File: config.mk
export PLATFORM = sky130hd
export DESIGN_NAME = fuse_prog_seq
export DESIGN_NICKNAME = d
export VERILOG_FILES = /design/src/rtl/fsq_pkg.sv /design/src/rtl/fsq_timer.sv /design/src/rtl/fsq_shifter.sv /design/src/rtl/fsq_ctrl.sv /design/src/rtl/fuse_prog_seq.sv
export SDC_FILE = /design/constraint.sdc
export NUM_CORES = 1
export LEC_CHECK = 0
export BUFFER_PORTS_ARGS = -buffer_cell sky130_fd_sc_hd__buf_2
export CAP_MARGIN = 25
export CORE_MARGIN = 5
export CORE_UTILIZATION = 51
export CTS_BUF_LIST = sky130_fd_sc_hd__clkbuf_4
export CTS_CLUSTER_SIZE = 25
export DETAILED_ROUTE_END_ITERATION = 10
export PLACE_DENSITY = 0.9
export SLEW_MARGIN = 15
export SYNTH_ARGS = -nofsm -noshare
export SYNTH_HDL_FRONTEND = slang
export SYNTH_SLANG_ARGS = --single-unit
File: constraint.sdc
create_clock -name clk -period 2.5 [get_ports clk]
set_clock_uncertainty 0.1 [all_clocks]
set_input_delay 0.625 -clock clk [delete_from_list [all_inputs] [get_ports clk]]
set_output_delay 0.625 -clock clk [all_outputs]
set_load 0.01 [all_outputs]
File: src/rtl/fsq_pkg.sv
package fsq_pkg;

    localparam int PROG_FW  = 12;
    localparam int RELAX_FW = 4;
    localparam int READ_FW  = 6;

    typedef enum logic [2:0] {
        SQ_IDLE,
        SQ_READ,
        SQ_BIT,
        SQ_PRE,
        SQ_STRB,
        SQ_POST,
        SQ_GAP
    } sq_state_e;

    typedef struct packed {
        logic [READ_FW-1:0]  rd_w;
        logic [RELAX_FW-1:0] relax_w;
        logic [PROG_FW-1:0]  prog_w;
    } sq_timing_t;

    function automatic sq_timing_t unpack_timing(input logic [31:0] raw);
        sq_timing_t t;
        t.prog_w  = raw[11:0];
        t.relax_w = raw[15:12];
        t.rd_w    = raw[21:16];
        return t;
    endfunction

endpackage

File: src/rtl/fsq_timer.sv
module fsq_timer #(
    parameter int CNT_W = 12
) (
    input  logic             clk,
    input  logic             rst,
    input  logic             load,
    input  logic [CNT_W-1:0] load_val,
    output logic             zero
);
    logic [CNT_W-1:0] cnt_q;

    always_ff @(posedge clk) begin
        if (rst)
            cnt_q <= '0;
        else if (load)
            cnt_q <= load_val;
        else if (cnt_q != '0)
            cnt_q <= cnt_q - 1'b1;
    end

    assign zero = (cnt_q == '0);


    timer_step_chk: assert property (@(posedge clk) disable iff (rst)
        (!load && cnt_q != '0) |=> (cnt_q == $past(cnt_q) - 1'b1));

endmodule

File: src/rtl/fsq_shifter.sv
module fsq_shifter #(
    parameter int DATA_W = 32,
    parameter int ADDR_W = 8,
    localparam int IDX_W = $clog2(DATA_W)
) (
    input  logic              clk,
    input  logic              rst,
    input  logic              busy,
    input  logic              capture,
    input  logic [DATA_W-1:0] wdata,
    input  logic [ADDR_W-1:0] addr,
    input  logic              mask_en,
    input  logic [DATA_W-1:0] mask_word,
    input  logic              shift_en,
    output logic [DATA_W-1:0] data_q,
    output logic [ADDR_W-1:0] addr_q,
    output logic [IDX_W-1:0]  idx_q,
    output logic              lsb,
    output logic              last
);
    always_ff @(posedge clk) begin
        if (rst) begin
            data_q <= '0;
            addr_q <= '0;
            idx_q  <= '0;
        end else if (capture) begin
            data_q <= wdata;
            addr_q <= addr;
            idx_q  <= '0;
        end else if (mask_en) begin
            data_q <= data_q & ~mask_word;
        end else if (shift_en) begin
            data_q <= {1'b0, data_q[DATA_W-1:1]};
            idx_q  <= idx_q + 1'b1;
        end
    end

    assign lsb  = data_q[0];
    assign last = (idx_q == IDX_W'(DATA_W - 1));


    zero_fill_chk: assert property (@(posedge clk) disable iff (rst)
        shift_en |=> (data_q[DATA_W-1] == 1'b0));


    addr_hold_chk: assert property (@(posedge clk) disable iff (rst)
        busy |=> $stable(addr_q));

endmodule

File: src/rtl/fsq_ctrl.sv
module fsq_ctrl
    import fsq_pkg::*;
#(
    parameter int CNT_W      = 12,
    parameter int GAP_CYCLES = 400
) (
    input  logic             clk,
    input  logic             rst,
    input  logic             start,
    input  logic [31:0]      timing,
    input  logic             lsb,
    input  logic             last,
    input  logic             tmr_zero,
    output logic             tmr_load,
    output logic [CNT_W-1:0] tmr_val,
    output logic             capture,
    output logic             mask_en,
    output logic             shift_en,
    output logic             busy,
    output logic             fuse_rd,
    output logic             fuse_prog,
    output logic             done
);
    sq_state_e  st_q, st_d;
    sq_timing_t tmg_q, tmg_in;
    logic       enter_gap;
    logic       done_q;

    assign tmg_in = unpack_timing(timing);

    always_comb begin
        st_d      = st_q;
        tmr_load  = 1'b0;
        tmr_val   = '0;
        capture   = 1'b0;
        mask_en   = 1'b0;
        shift_en  = 1'b0;
        enter_gap = 1'b0;
        case (st_q)
            SQ_IDLE: if (start) begin
                st_d     = SQ_READ;
                capture  = 1'b1;
                tmr_load = 1'b1;
                tmr_val  = CNT_W'(tmg_in.rd_w);
            end
            SQ_READ: if (tmr_zero) begin
                mask_en = 1'b1;
                st_d    = SQ_BIT;
            end
            SQ_BIT: begin
                if (lsb) begin
                    st_d     = SQ_PRE;
                    tmr_load = 1'b1;
                    tmr_val  = CNT_W'(tmg_q.relax_w);
                end else begin
                    shift_en = 1'b1;
                    if (last) begin
                        st_d      = SQ_GAP;
                        enter_gap = 1'b1;
                        tmr_load  = 1'b1;
                        tmr_val   = CNT_W'(GAP_CYCLES - 1);
                    end
                end
            end
            SQ_PRE: if (tmr_zero) begin
                st_d     = SQ_STRB;
                tmr_load = 1'b1;
                tmr_val  = CNT_W'(tmg_q.prog_w);
            end
            SQ_STRB: if (tmr_zero) begin
                st_d     = SQ_POST;
                tmr_load = 1'b1;
                tmr_val  = CNT_W'(tmg_q.relax_w);
            end
            SQ_POST: if (tmr_zero) begin
                shift_en = 1'b1;
                if (last) begin
                    st_d      = SQ_GAP;
                    enter_gap = 1'b1;
                    tmr_load  = 1'b1;
                    tmr_val   = CNT_W'(GAP_CYCLES - 1);
                end else begin
                    st_d = SQ_BIT;
                end
            end
            SQ_GAP: if (tmr_zero) st_d = SQ_IDLE;
            default: st_d = SQ_IDLE;
        endcase
    end

    always_ff @(posedge clk) begin
        if (rst) begin
            st_q   <= SQ_IDLE;
            tmg_q  <= '0;
            done_q <= 1'b0;
        end else begin
            st_q   <= st_d;
            done_q <= enter_gap;
            if (capture) tmg_q <= tmg_in;
        end
    end

    assign busy      = (st_q != SQ_IDLE);
    assign fuse_rd   = (st_q == SQ_READ);
    assign fuse_prog = (st_q == SQ_STRB);
    assign done      = done_q;


    done_pulse_chk: assert property (@(posedge clk) disable iff (rst)
        done |=> !done);


    done_busy_chk: assert property (@(posedge clk) disable iff (rst)
        done |-> busy);


    rd_prog_excl_chk: assert property (@(posedge clk) disable iff (rst)
        !(fuse_rd && fuse_prog));


    start_ignored_chk: assert property (@(posedge clk) disable iff (rst)
        (busy && !done && !fuse_rd && start) |=> !fuse_rd);

endmodule

File: src/rtl/fuse_prog_seq.sv
module fuse_prog_seq
    import fsq_pkg::*;
#(
    parameter int DATA_W     = 32,
    parameter int ADDR_W     = 8,
    parameter int GAP_CYCLES = 400,
    localparam int IDX_W     = $clog2(DATA_W),
    localparam int GAP_W     = $clog2(GAP_CYCLES + 1),
    localparam int CNT_W     = (GAP_W > PROG_FW) ? GAP_W : PROG_FW
) (
    input  logic              clk,
    input  logic              rst,
    input  logic              start,
    input  logic [DATA_W-1:0] wdata,
    input  logic [ADDR_W-1:0] addr,
    input  logic [31:0]       timing,
    input  logic [DATA_W-1:0] fuse_rdata,
    output logic [ADDR_W-1:0] fuse_addr,
    output logic [IDX_W-1:0]  fuse_bit,
    output logic              fuse_rd,
    output logic              fuse_prog,
    output logic              busy,
    output logic              done,
    output logic [DATA_W-1:0] shift_q
);
    logic             tmr_load, tmr_zero;
    logic [CNT_W-1:0] tmr_val;
    logic             capture, mask_en, shift_en;
    logic             lsb, last;

    fsq_ctrl #(.CNT_W(CNT_W), .GAP_CYCLES(GAP_CYCLES)) u_ctrl (
        .clk(clk), .rst(rst), .start(start), .timing(timing),
        .lsb(lsb), .last(last), .tmr_zero(tmr_zero),
        .tmr_load(tmr_load), .tmr_val(tmr_val),
        .capture(capture), .mask_en(mask_en), .shift_en(shift_en),
        .busy(busy), .fuse_rd(fuse_rd), .fuse_prog(fuse_prog), .done(done)
    );

    fsq_timer #(.CNT_W(CNT_W)) u_timer (
        .clk(clk), .rst(rst), .load(tmr_load), .load_val(tmr_val), .zero(tmr_zero)
    );

    fsq_shifter #(.DATA_W(DATA_W), .ADDR_W(ADDR_W)) u_shift (
        .clk(clk), .rst(rst), .busy(busy), .capture(capture),
        .wdata(wdata), .addr(addr), .mask_en(mask_en), .mask_word(fuse_rdata),
        .shift_en(shift_en), .data_q(shift_q), .addr_q(fuse_addr),
        .idx_q(fuse_bit), .lsb(lsb), .last(last)
    );


    prog_on_one_chk: assert property (@(posedge clk) disable iff (rst)
        fuse_prog |-> shift_q[0]);


    strobe_bit_chk: assert property (@(posedge clk) disable iff (rst)
        (fuse_prog && $past(fuse_prog)) |-> $stable(fuse_bit));

endmodule

Word-level counts from Yosys, hierarchy flattened
Index checks and enable logic that the tools add are counted.
{"block": "word_totals", "reg_bits": 77, "inputBits": 107, "out_inout_bits": 49, "elab_cells": 71}
{"block": "op_classes", "add_sub_neg": 2, "n_eq_ne": 14, "n_mux": 34, "bitwise": 3, "n_reduce_logical": 10}
{"op": "32-bit 2-to-1 mux", "n": 3}
{"op": "12-bit case mux with 5 select lines", "n": 1}
{"op": "12-bit 2-to-1 mux", "n": 4}
{"op": "32-bit bitwise AND", "n": 1}
{"op": "32-bit NOT", "n": 1}
{"op": "3-bit 2-to-1 mux", "n": 9}
{"op": "3-bit case mux with 7 select lines", "n": 1}
{"op": "9-bit 2-to-1 mux", "n": 2}
{"op": "12-bit logical NOT", "n": 1}
{"op": "12-bit nonzero test", "n": 1}
{"op": "12-bit by 1-bit subtractor with 12-bit output, second input constant", "n": 1}
{"op": "3-bit == test, second input constant", "n": 3}
{"op": "1-bit 2-to-1 mux", "n": 9}
{"op": "2-bit inequality test, second input constant", "n": 4}
{"op": "7-bit AND reduction", "n": 1}
{"op": "3-bit by 2-bit == test with 1-bit output, second input constant", "n": 2}
{"op": "6-bit 2-to-1 mux", "n": 1}
{"op": "3-bit nonzero test", "n": 2}
{"op": "5-bit by 1-bit adder with 5-bit output, second input constant", "n": 1}
{"op": "5-bit == test, second input constant", "n": 1}
{"op": "4-bit 2-to-1 mux", "n": 1}
{"op": "2-bit by 1-bit inequality test with 1-bit output, second input constant", "n": 2}
{"op": "1-bit case mux with 2 select lines", "n": 2}
{"op": "1-bit case mux with 4 select lines", "n": 1}
{"op": "7 further kinds", "n": 8}

Depth between registers and ports, before layout
{"block": "logic_depth", "depth_word": 6, "ltp_mapped": 9, "depth_no_buf": 8}

By module
A second synthesis with hierarchy kept.
{"block": "hier_totals", "hier_cells": 514, "hier_area_um2": 4340.4}
{"mod": "fsq_shifter", "instances": 1, "cells_each": 269, "area_per_inst_um2": 2473.6, "seq_area_each_um2": 900.9}
{"mod": "fsq_ctrl", "instances": 1, "cells_each": 152, "area_per_inst_um2": 1137.3, "seq_area_each_um2": 400.4}
{"mod": "fsq_timer", "instances": 1, "cells_each": 93, "area_per_inst_um2": 729.4, "seq_area_each_um2": 240.2}

Worst setup path after synthesis
OpenSTA, ideal clock, no wires.
{"block": "synth_timing", "kind": "reg2reg", "from": "register u_timer.cnt_q[0]", "to": "register u_shift.data_q[7]", "setup_time_ps": 74, "arrival_ps": 2008, "required_time_ps": 2326, "setup_slack_ps": 317, "path_stages_with_launch": 8, "path_buffers": 1, "period_less_slack_ps": 2183, "path_cell_list": "dfxtp_1 inv_1 ha_1 or4b_1 buf_2 o31a_1 or4_1 a31oi_1"}
{"block": "synth_via", "elab_chain_cells": 5, "word_cells_on_any_way": 7, "cone_classes": "5 x mux; 2 x reduce/logical"}
{"item": "start, declared", "line_no": "fsq_timer.sv:10", "source": "logic [CNT_W-1:0] cnt_q;"}
{"item": "start signal, assigned", "line_no": "fsq_timer.sv:16", "source": "cnt_q <= load_val;"}
{"item": "start signal, assigned", "line_no": "fsq_timer.sv:18", "source": "cnt_q <= cnt_q - 1'b1;"}
{"item": "12-bit logical NOT (*)", "line_no": "fsq_timer.sv:21", "source": "assign zero = (cnt_q == '0);"}
{"item": "1-bit 2-to-1 mux (*)", "line_no": "fsq_ctrl.sv:46, fsq_ctrl.sv:75"}
{"item": "1-bit 2-to-1 mux", "line_no": "fsq_ctrl.sv:39", "source": "case (st_q)"}
{"item": "32-bit 2-to-1 mux", "line_no": "fsq_shifter.sv:30", "source": "end else if (mask_en) begin"}
{"item": "32-bit 2-to-1 mux", "line_no": "fsq_shifter.sv:26", "source": "end else if (capture) begin"}
{"item": "end signal, assigned", "line_no": "fsq_shifter.sv:27", "source": "data_q <= wdata;"}
{"item": "end signal, assigned", "line_no": "fsq_shifter.sv:31", "source": "data_q <= data_q & ~mask_word;"}
{"item": "end signal, assigned", "line_no": "fsq_shifter.sv:33", "source": "data_q <= {1'b0, data_q[DATA_W-1:1]};"}
{"item": "end, declared", "line_no": "fsq_shifter.sv:15", "source": "output logic [DATA_W-1:0] data_q,"}
Every way passes the cells marked *; elsewhere a longest branch is shown, timed or not.
A chain may end at the register's enable or synchronous reset.

Final worst setup path
{"block": "layout_timing", "from": "register u_timer.cnt_q[0]", "to": "register u_shift.data_q[2]"}
The elaborated chain is that of the path after synthesis.

==> results.json <==
{
  "cts_resized": 0,
  "ys.flop_type": "dfxtp_1",
  "fp.dieW_um": 100,
  "num_vias": 4469,
  "max_freq_mhz": 425,
  "holdCritPathClass": "in2reg",
  "first_pass_iters": 7,
  "syn_area_per_cell_um2": 7.69,
  "ys_seq_area_frac": 0.371,
  "avgViaCountPerCell": 5.71,
  "grt_pass1_vias": 4087,
  "port_buffers": 145,
  "worst_slack_ns": 0.147,
  "synth.top_cells.by_count": "a21oi_1 (95), dfxtp_1 (77), nand2_1 (66)",
  "synth.area.top_cells": "dfxtp_1 (37%), a21oi_1 (11%), a32o_1 (7.2%)",
  "n_antenna_cell": 0,
  "timing.max_cap.violations": 0,
  "start_util": 0.513,
  "clk_pin_slew_ns": 0.13,
  "r2r_start": "u_timer.cnt_q[0]",
  "worst_hold_path.num_cells": 3,
  "power_density_mw_per_mm2": 1110,
  "netlist_instances": 540,
  "die_y_um": 100,
  "overflow": 0,
  "rsz0062_at_grt": "false",
  "max_slew.worst_pin.slew_ns": 0.614,
  "cp.required_ns": 2.73,
  "grt_max_degree": 43,
  "tns_ns": 0,
  "synth_top_area_frac": 0.371,
  "numCtsBuffers": 9,
  "crit_path_start_kind": "register",
  "cts_setup_buffers": 0,
  "place_inst": 767,
  "die_area_mm2": 0.0101,
  "slew_viol_final": 0,
  "yosysMostFrequentCell": "a21oi_1",
  "fin_util": 0.644,
  "r2r_slack_ns": 0.15,
  "critical_path_class": "reg2reg",
  "pin_count": 156,
  "synth_seq_cells": 77,
  "rr_worst_depth": 6,
  "gp_congestion": 0.925,
  "slew_headroom": 0.591,
  "critPathSlowestCell": "or4b_1",
  "worst_ep_arrival_time_ns": 2.59,
  "drtAntennaViolNets": 0,
  "synth.distinct_cells": 51,
  "worstSetupEndpoint": "u_shift.data_q[2]",
  "cts_sinks": 77,
  "period_share": 0.941,
  "power_w": 0.00580,
  "n_fill_cell": 693,
  "drc_errors": 0,
  "yosys_warnings": 0,
  "totalWireLength_um": 11700,
  "insertion_delay_ns": 0.45,
  "drive_gt1_frac": 0.288,
  "cts_tree": "yes",
  "finalHoldViolations": 0,
  "synth_edf_count": 0,
  "status": "finished clean",
  "critPathMaxStageDelay_ns": 0.47,
  "antenna_found_initial": 0,
  "cts_buffer_depth": 2,
  "grt_util_all_layers": 0.227,
  "place_ws_ns": 0.180,
  "grt_pass1_wl_um": 18700,
  "detailed_place_hpwl_um": 8510,
  "wl_per_cell_um": 14.9,
  "end_kind": "register",
  "first_iter_violations": 397,
  "area_growth_pct": 25.5,
  "instances_no_fill": 783,
  "crit_chain": "inv_1, ha_1, or4b_1, o31a_1, and2_2, a32o_1",
  "startpoint": "u_timer.cnt_q[0]",
  "core_mm2": 0.00809,
  "holdBufCountCts": 0,
  "syn_nets": 651,
  "setup-violations-final": 0,
  "timing.final.crit_period_ns": 2.35,
  "nets": 784,
  "htree_levels": 3,
  "path_max_fanout": 30,
  "synth_area_leader_cell": "dfxtp_1",
  "root_buffer": "clkbuf_4",
  "max-vdd-ir-drop_v": 0.000554,
  "r2r_end": "u_shift.data_q[2]",
  "fp-row-count": 33,
  "synth_area_mm2": 0.00416,
  "synthArstFlopShare": 0,
  "p_leak_nw": 2.30
}
==> logic make-up after synthesis <==
kind of cell / after synthesis / share of synthesized area
and+or+nand+nor: 213 / 0.268
buffers and inverters: 72 / 0.0705
adders and majority gates: 5 / 0.0145
muxes: 5 / 0.0120
xor gates and xnor gates: 5 / 0.0105
DFF: 77 / 0.371
AOI/OAI and AO/OA: 163 / 0.254
==> metrics by stage <==
step	cell area, µm²	hold slack [ns]
after floorplan	4160	0.336
after CTS	5200	0.297
after global routing	5210	0.286
final	5210	0.304
after global placement	5070	0.340
after detailed placement	5070	0.349
==> worst max-delay path, delay by kind of cell, from the launching register on <==
family / cells / cell delay (ns)
AND/OR/NAND/NOR: 2 / 0.88
adder cells (fa/ha/maj): 1 / 0.15
flip-flops: 1 / 0.37
buffers and inverters: 1 / 0.09
AO/OA/AOI/OAI: 2 / 0.64
==> metal layers <==
| metal | global-route usage | wire length [µm] | vias up |
|---|---|---|---|
| met4 | 0.0902 | 276 | 0 |
| li1 | - | - | 2200 |
| met3 | 0.0479 | 746 | 26 |
| met5 | 0 | 0 | - |
| met1 | 0.294 | 5000 | 2076 |
| met2 | 0.371 | 5680 | 167 |
==> power breakdown <==
| group | switching, W | internal, W |
|---|---|---|
| Clock | 0.000467 | 0.000298 |
| Sequential | 0.000392 | 0.00160 |
| Combinational | 0.00172 | 0.00133 |
| Total | 0.00258 | 0.00323 |
==> registers in the layout, summed over array words and instances, names as in the netlist <==
| register | cells |
|---|---|
| u_ctrl.done | 1 |
| u_shift.idx_q | 5 |
| u_shift.data_q | 32 |
| u_ctrl.tmg_q | 16 |
| u_timer.cnt_q | 12 |
| u_shift.addr_q | 8 |
| u_ctrl.st_q | 3 |
==> placed cells by master, fill, tap and decap left out, types with 5 or more instances in the layout <==
cell type	instances
a21oi_1	95
buf_2	145
nand3_1	9
mux2i_1	5
nand2b_1	40
nand3b_1	5
nand2_1	66
a32o_1	30
nor2_1	15
inv_1	27
buf_12	6
nor3_1	44
o21ai_0	6
dfxtp_1	77
clkbuf_4	9
buf_4	16
==> worst min path at each step <==
stage,slack (ns),end,startpoint
2_1_floorplan,0.34,u_ctrl.tmg_q[4],u_ctrl.tmg_q[4]
3_3_place_gp,0.34,u_shift.addr_q[7],u_shift.addr_q[7]
3_5_place_dp,0.35,u_shift.addr_q[5],u_shift.addr_q[5]
4_1_cts,0.30,u_ctrl.tmg_q[11],timing[11]
5_1_grt,0.29,u_shift.addr_q[6],addr[6]
6_report,0.30,u_ctrl.tmg_q[11],timing[11]
==> area by class of cell <==
cell class                 count  area [µm²]  share of cell area
clock buffer                   9        67.6              0.0130
tap                          105         131              0.0252
sequential                    77        1540               0.296
clock inverter                 7        66.3              0.0127
timing repair buffer         167         966               0.185
inverter                      27         101              0.0194
multi-input combinational    391        2340               0.449
Note: power is estimated with default switching activity, not from simulation.
